File: config.mk
export PLATFORM = sky130hd
export DESIGN_NAME = repl_ctrl
export DESIGN_NICKNAME = d
export VERILOG_FILES = /design/src/rtl/repl_ctrl_pkg.sv /design/src/rtl/repl_sync.sv /design/src/rtl/repl_rail_reg.sv /design/src/rtl/repl_hold_timer.sv /design/src/rtl/repl_quiet_filt.sv /design/src/rtl/repl_ctrl.sv
export SDC_FILE = /design/constraint.sdc
export NUM_CORES = 1
export LEC_CHECK = 0
export BUFFER_PORTS_ARGS = -buffer_cell sky130_fd_sc_hd__buf_4
export CAP_MARGIN = 20
export CORE_MARGIN = 4
export CORE_UTILIZATION = 30
export CTS_CLUSTER_DIAMETER = 100
export CTS_CLUSTER_SIZE = 25
export DETAILED_ROUTE_END_ITERATION = 8
export RECOVER_POWER = 100
export SYNTH_ARGS = -nofsm -noshare
export SYNTH_HDL_FRONTEND = slang
export SYNTH_SLANG_ARGS = --single-unit
File: constraint.sdc
create_clock -name clk_i -period 4 [get_ports clk_i]
set_input_delay 0.8 -clock clk_i [delete_from_list [all_inputs] [get_ports clk_i]]
set_output_delay 0.8 -clock clk_i [all_outputs]
set_load 0.1 [all_outputs]
File: src/rtl/repl_ctrl_pkg.sv
package repl_ctrl_pkg;
  typedef enum logic [1:0] {
    LV_NONE = 2'd0,
    LV_DOWN = 2'd1,
    LV_UP   = 2'd2,
    LV_SAME = 2'd3
  } lvl_evt_e;
endpackage

File: src/rtl/repl_sync.sv
module repl_sync #(
  parameter int STAGES = 2
) (
  input  logic clk_i,
  input  logic rst_ni,
  input  logic d_i,
  output logic q_o
);
  logic [STAGES-1:0] sr_q;
  always_ff @(posedge clk_i or negedge rst_ni) begin
    if (!rst_ni) sr_q <= '0;
    else         sr_q <= {sr_q[STAGES-2:0], d_i};
  end
  assign q_o = sr_q[STAGES-1];
endmodule

File: src/rtl/repl_rail_reg.sv
module repl_rail_reg
  import repl_ctrl_pkg::*;
#(
  parameter int NUM_RAILS = 3,
  localparam int LVL_W = $clog2(NUM_RAILS)
) (
  input  logic             clk_i,
  input  logic             rst_ni,
  input  logic             wr_i,
  input  logic [LVL_W-1:0] lvl_i,
  output logic [LVL_W-1:0] rail_o,
  output lvl_evt_e         evt_o
);
  localparam logic [LVL_W-1:0] MAX_LVL = LVL_W'(NUM_RAILS - 1);

  logic legal;
  assign legal = wr_i && (lvl_i <= MAX_LVL);

  always_comb begin
    if (!legal)              evt_o = LV_NONE;
    else if (lvl_i < rail_o) evt_o = LV_DOWN;
    else if (lvl_i > rail_o) evt_o = LV_UP;
    else                     evt_o = LV_SAME;
  end

  always_ff @(posedge clk_i or negedge rst_ni) begin
    if (!rst_ni)    rail_o <= MAX_LVL;
    else if (legal) rail_o <= lvl_i;
  end
endmodule

File: src/rtl/repl_hold_timer.sv
module repl_hold_timer #(
  parameter int HOLD_W   = 4,
  parameter int HOLD_DEF = 8
) (
  input  logic              clk_i,
  input  logic              rst_ni,
  input  logic              start_i,
  input  logic [HOLD_W-1:0] len_i,
  output logic              busy_o
);
  logic [HOLD_W-1:0] cnt_q, load_len;
  assign load_len = (len_i == '0) ? HOLD_W'(HOLD_DEF) : len_i;

  always_ff @(posedge clk_i or negedge rst_ni) begin
    if (!rst_ni)            cnt_q <= '0;
    else if (start_i)       cnt_q <= load_len;
    else if (cnt_q != '0)   cnt_q <= cnt_q - 1'b1;
  end
  assign busy_o = (cnt_q != '0);
endmodule

File: src/rtl/repl_quiet_filt.sv
module repl_quiet_filt #(
  parameter int QUIET = 4,
  localparam int QW = $clog2(QUIET + 1)
) (
  input  logic clk_i,
  input  logic rst_ni,
  input  logic warn_i,
  output logic quiet_o
);
  logic [QW-1:0] cnt_q;
  always_ff @(posedge clk_i or negedge rst_ni) begin
    if (!rst_ni)                   cnt_q <= '0;
    else if (warn_i)               cnt_q <= '0;
    else if (cnt_q != QW'(QUIET))  cnt_q <= cnt_q + 1'b1;
  end
  assign quiet_o = (cnt_q == QW'(QUIET)) && !warn_i;
endmodule

File: src/rtl/repl_ctrl.sv
module repl_ctrl
  import repl_ctrl_pkg::*;
#(
  parameter int NUM_RAILS = 3,
  parameter int HOLD_W    = 4,
  parameter int HOLD_DEF  = 8,
  parameter int QUIET     = 4,
  localparam int LVL_W = $clog2(NUM_RAILS)
) (
  input  logic              clk_i,
  input  logic              rst_ni,
  input  logic              sensor_i,
  input  logic              lvl_wr_i,
  input  logic [LVL_W-1:0]  lvl_i,
  input  logic [HOLD_W-1:0] cfg_hold_i,
  output logic              repl_en_o,
  output logic [LVL_W-1:0]  rail_sel_o
);
  logic     warn_s, hold_busy, quiet;
  lvl_evt_e evt;

  repl_sync #(.STAGES(2)) u_sync (
    .clk_i(clk_i), .rst_ni(rst_ni), .d_i(sensor_i), .q_o(warn_s)
  );

  repl_rail_reg #(.NUM_RAILS(NUM_RAILS)) u_rail (
    .clk_i(clk_i), .rst_ni(rst_ni), .wr_i(lvl_wr_i), .lvl_i(lvl_i),
    .rail_o(rail_sel_o), .evt_o(evt)
  );

  repl_hold_timer #(.HOLD_W(HOLD_W), .HOLD_DEF(HOLD_DEF)) u_hold (
    .clk_i(clk_i), .rst_ni(rst_ni), .start_i(evt == LV_DOWN),
    .len_i(cfg_hold_i), .busy_o(hold_busy)
  );

  repl_quiet_filt #(.QUIET(QUIET)) u_quiet (
    .clk_i(clk_i), .rst_ni(rst_ni), .warn_i(warn_s), .quiet_o(quiet)
  );

  // Forced on by a lowering or the hold window; off only after a quiet run
  always_ff @(posedge clk_i or negedge rst_ni) begin
    if (!rst_ni)                                  repl_en_o <= 1'b0;
    else if (evt == LV_DOWN || hold_busy || warn_s) repl_en_o <= 1'b1;
    else if (quiet)                               repl_en_o <= 1'b0;
  end
endmodule

==> flow_summary_export.csv <==
group,metric,value,unit
status,status,"finished, final reports clean",
setup_path,path_cells,"clkbuf_1",
finish,final_nets,92,
sta,setup-tns-final,0,ns
clocking,cts_tree,"yes",
sta,fin_crit,2.47,ns
setup_path,r2r_end,"u_hold.cnt_q[0]$_DFFE_PN0P_",
finish,design_area,761,µm²
setup_path,critPathCapture,"rail_sel_o[1]",
clocking,clock-sinks,12,
sta,relSlewSlack,21.8,%
clocking,cts_root_buf,"clkbuf_4",
setup_path,cp_num_cells,1,
synthesis,yosysTopAreaCellShare,43.9,%
pwr,p_total,0.000428,W
setup_path,cp_max_fo,3,
synthesis,synth_edf_count,0,
global_routing,met3_usage,3.32,%
setup_path,cpMaxStageDelayCell,"clkbuf_1",
flow_run,maxCapViolCount,0,
global_routing,grt_pass1_vias,454,
placement,placed_cell_area,751,µm²
synthesis,ys_types,17,
global_routing,grt.total_usage,8.86,%
detailed_routing,firstDrtPassIters,1,
synthesis,synth.area.top_cells,"dfrtp_1 44%, ha_1 12%, nor2_1 6.0%",
synthesis,synth_flop_cell,"dfrtp_1",
setup_path,critPathKind,"reg -> out",
detailed_routing,drt-total-wl,1060,µm
sta,fin_skew,0.00307,ns
synthesis,ys_warn_count,0,
finish,diodes,0,
placement,dp_slack,1.94,ns
clocking,cts_buffers,3,
sta,fin_crit_sh,61.8,%
finish,n_fill_cell,217,
synthesis,avgSynthCellArea,10.6,µm²
sta,fmax,0.404,GHz
detailed_routing,dr.first_iter.drc_count,0,
global_routing,grt-busiest-layer,"met2",
global_routing,grt_max_degree,13,
die,start_util,31.6,%
detailed_routing,routedWlPerCell,10.4,µm
sta,final-hold-violation-count,0,
sta,drv_slew,0,
clocking,htree_num_levels,1,
synthesis,ys_ff_latch,12,
placement,placed_cells,98,
die,dieArea,2880,µm²
die,die_width,53.7,µm
detailed_routing,drcViolationCount,0,
synthesis,synth_largest_area_cell,"dfrtp_1",
die,row_count,16,
die,ioPinCount,13,
detailed_routing,final_antenna_net_count,0,
synthesis,syn_area,627,µm²
finish,area_delta_synth_final,21.4,%
setup_path,critPathCaptureType,"primary output",
global_routing,antenna_found_initial,0,
setup_path,worst_ep_required_time,3.20,ns
detailed_routing,route.vias.total,439,
clocking,post_cts_buffers,0,
setup_path,reg2reg_from,"u_rail.rail_o[1]$_DFFE_PN1N_",
setup_path,crit_start,"u_rail.rail_o[1]$_DFFE_PN1N_",
setup_path,cp_num_buf_inv,1,
clocking,clk_latency,0.26,ns
setup_path,cp_top_family,"buffers and inverters",
sta,worstMarginPinSlew,1.18,ns
synthesis,synth.most_common_cell,"dfrtp_1",
setup_path,r2r_setup_slack,2.32,ns
global_routing,grt_use_met1,9.56,%
pwr,powerDensity,563,nW/µm²
global_routing,grt_first_pass_wirelength,1780,µm
clocking,clk_pin_slew,0.07,ns
synthesis,async_flop_share,100,%
placement,numPortBuffers,12,
finish,layout-drive-gt1-share,18.7,%
pwr,ir_worst_vdd,0.282,mV
global_routing,globalRouteOverflowTotal,0,
setup_path,cpPeakStageDelay,0.86,ns
setup_path,reg2reg_depth,5,
pwr,p_leak,0.350,nW
detailed_routing,vias_per_cell,4.30,
clocking,clockBufferDepth,2,
synthesis,synth_cells,59,
setup_path,startpoint_type,"flip-flop",
setup_path,crit_arrival,1.67,ns
placement,place.gp.congestion,0.737,
clocking,cts_resized,0,
placement,hpwlAfterDp,886,µm
sta,fin_ws,1.53,ns
synthesis,ys_seq_area_share,48.1,%
die,coreArea,1980,µm²
sta,finalSetupViolations,0,
hold_path,hold_class,"reg -> reg",
synthesis,synth_nets,75,
global_routing,use_met2,14.7,%
die,fp.dieH,53.7,µm
synthesis,synthTopCellsByCount,"11 x dfrtp_1, 10 x nor2_1, 6 x ha_1, 6 x inv_1, 4 x nand2_1",
sta,rsz0062_at_grt,"no",
finish,final_cells,102,
clocking,hold_buffers,0,
## routing by layer
layer  up-vias  part of all wire [%]  wire [µm]
met5         -                     0          0
met4         0                   2.4         25
met3         2                   4.2         44
met2        11                    48        511
met1       205                    45        475
li1        221                     -          -
## layout make-up
class	count	area, µm²	share of cell area, %
sequential	12	302	39.6
inverter	6	22.5	2.96
timing repair buffer	12	67.6	8.88
clock buffer	4	36.3	4.77
multi-input combinational	41	299	39.3
tap	27	33.8	4.44
## flip-flops by register name (all words and copies together) (netlist names)
name           cells
repl_en_o          1
u_rail.rail_o      2
u_quiet.cnt_q      3
u_sync.sr_q        2
u_hold.cnt_q       4
## metrics by stage
stage	util, %	hold WS [ns]
6_report	38.4	0.346
5_1_grt	38.4	0.358
4_1_cts	39.7	0.347
3_5_place_dp	37.9	0.336
2_1_floorplan	-	0.331
3_3_place_gp	37.9	0.334
## logic make-up (layout without fill, tap and decap cells)
group / count (synthesis) / in the layout / synth area share (%)
compound gates: 2 / 2 / 1.60
simple gates: 24 / 24 / 19.8
flops: 12 / 12 / 48.1
mux: 6 / 6 / 10.8
fa+ha+maj: 6 / 6 / 12.0
buf+inv: 6 / 22 / 3.59
xor+xnor: 3 / 3 / 4.19
## cell usage in the layout (no fill, tap or decap)
cell type / n
nor3b_4: 1
nand4b_1: 1
clkbuf_1: 6
mux2_1: 1
nor2b_1: 2
inv_1: 6
clkbuf_4: 4
nand2b_1: 1
nor2_1: 10
a21oi_1: 2
mux2i_1: 3
dfstp_2: 1
ha_1: 6
clkbuf_8: 1
nand3_1: 2
nor3_1: 3
xnor2_1: 3
dfrtp_1: 11
mux2_2: 2
buf_4: 5
nand2_1: 4
## worst min path at each step
stage	startpoint	endpoint	slack (ns)	depth (start not counted)
2_1_floorplan	u_sync.sr_q[0]$_DFF_PN0_	u_sync.sr_q[1]$_DFF_PN0_	0.33	0
3_3_place_gp	u_sync.sr_q[0]$_DFF_PN0_	u_sync.sr_q[1]$_DFF_PN0_	0.33	0
3_5_place_dp	u_sync.sr_q[0]$_DFF_PN0_	u_sync.sr_q[1]$_DFF_PN0_	0.34	0
4_1_cts	rst_ni	u_quiet.cnt_q[2]$_DFFE_PN0N_	0.35	1
5_1_grt	u_sync.sr_q[0]$_DFF_PN0_	u_sync.sr_q[1]$_DFF_PN0_	0.36	0
6_report	u_sync.sr_q[0]$_DFF_PN0_	u_sync.sr_q[1]$_DFF_PN0_	0.35	0
## power by group
part,switching [W],internal (W)
Clock,0.0000366,0.0000552
Sequential,0.0000294,0.000152
Combinational,0.0000788,0.0000762
No activity file was read; power rests on OpenSTA's default activity.
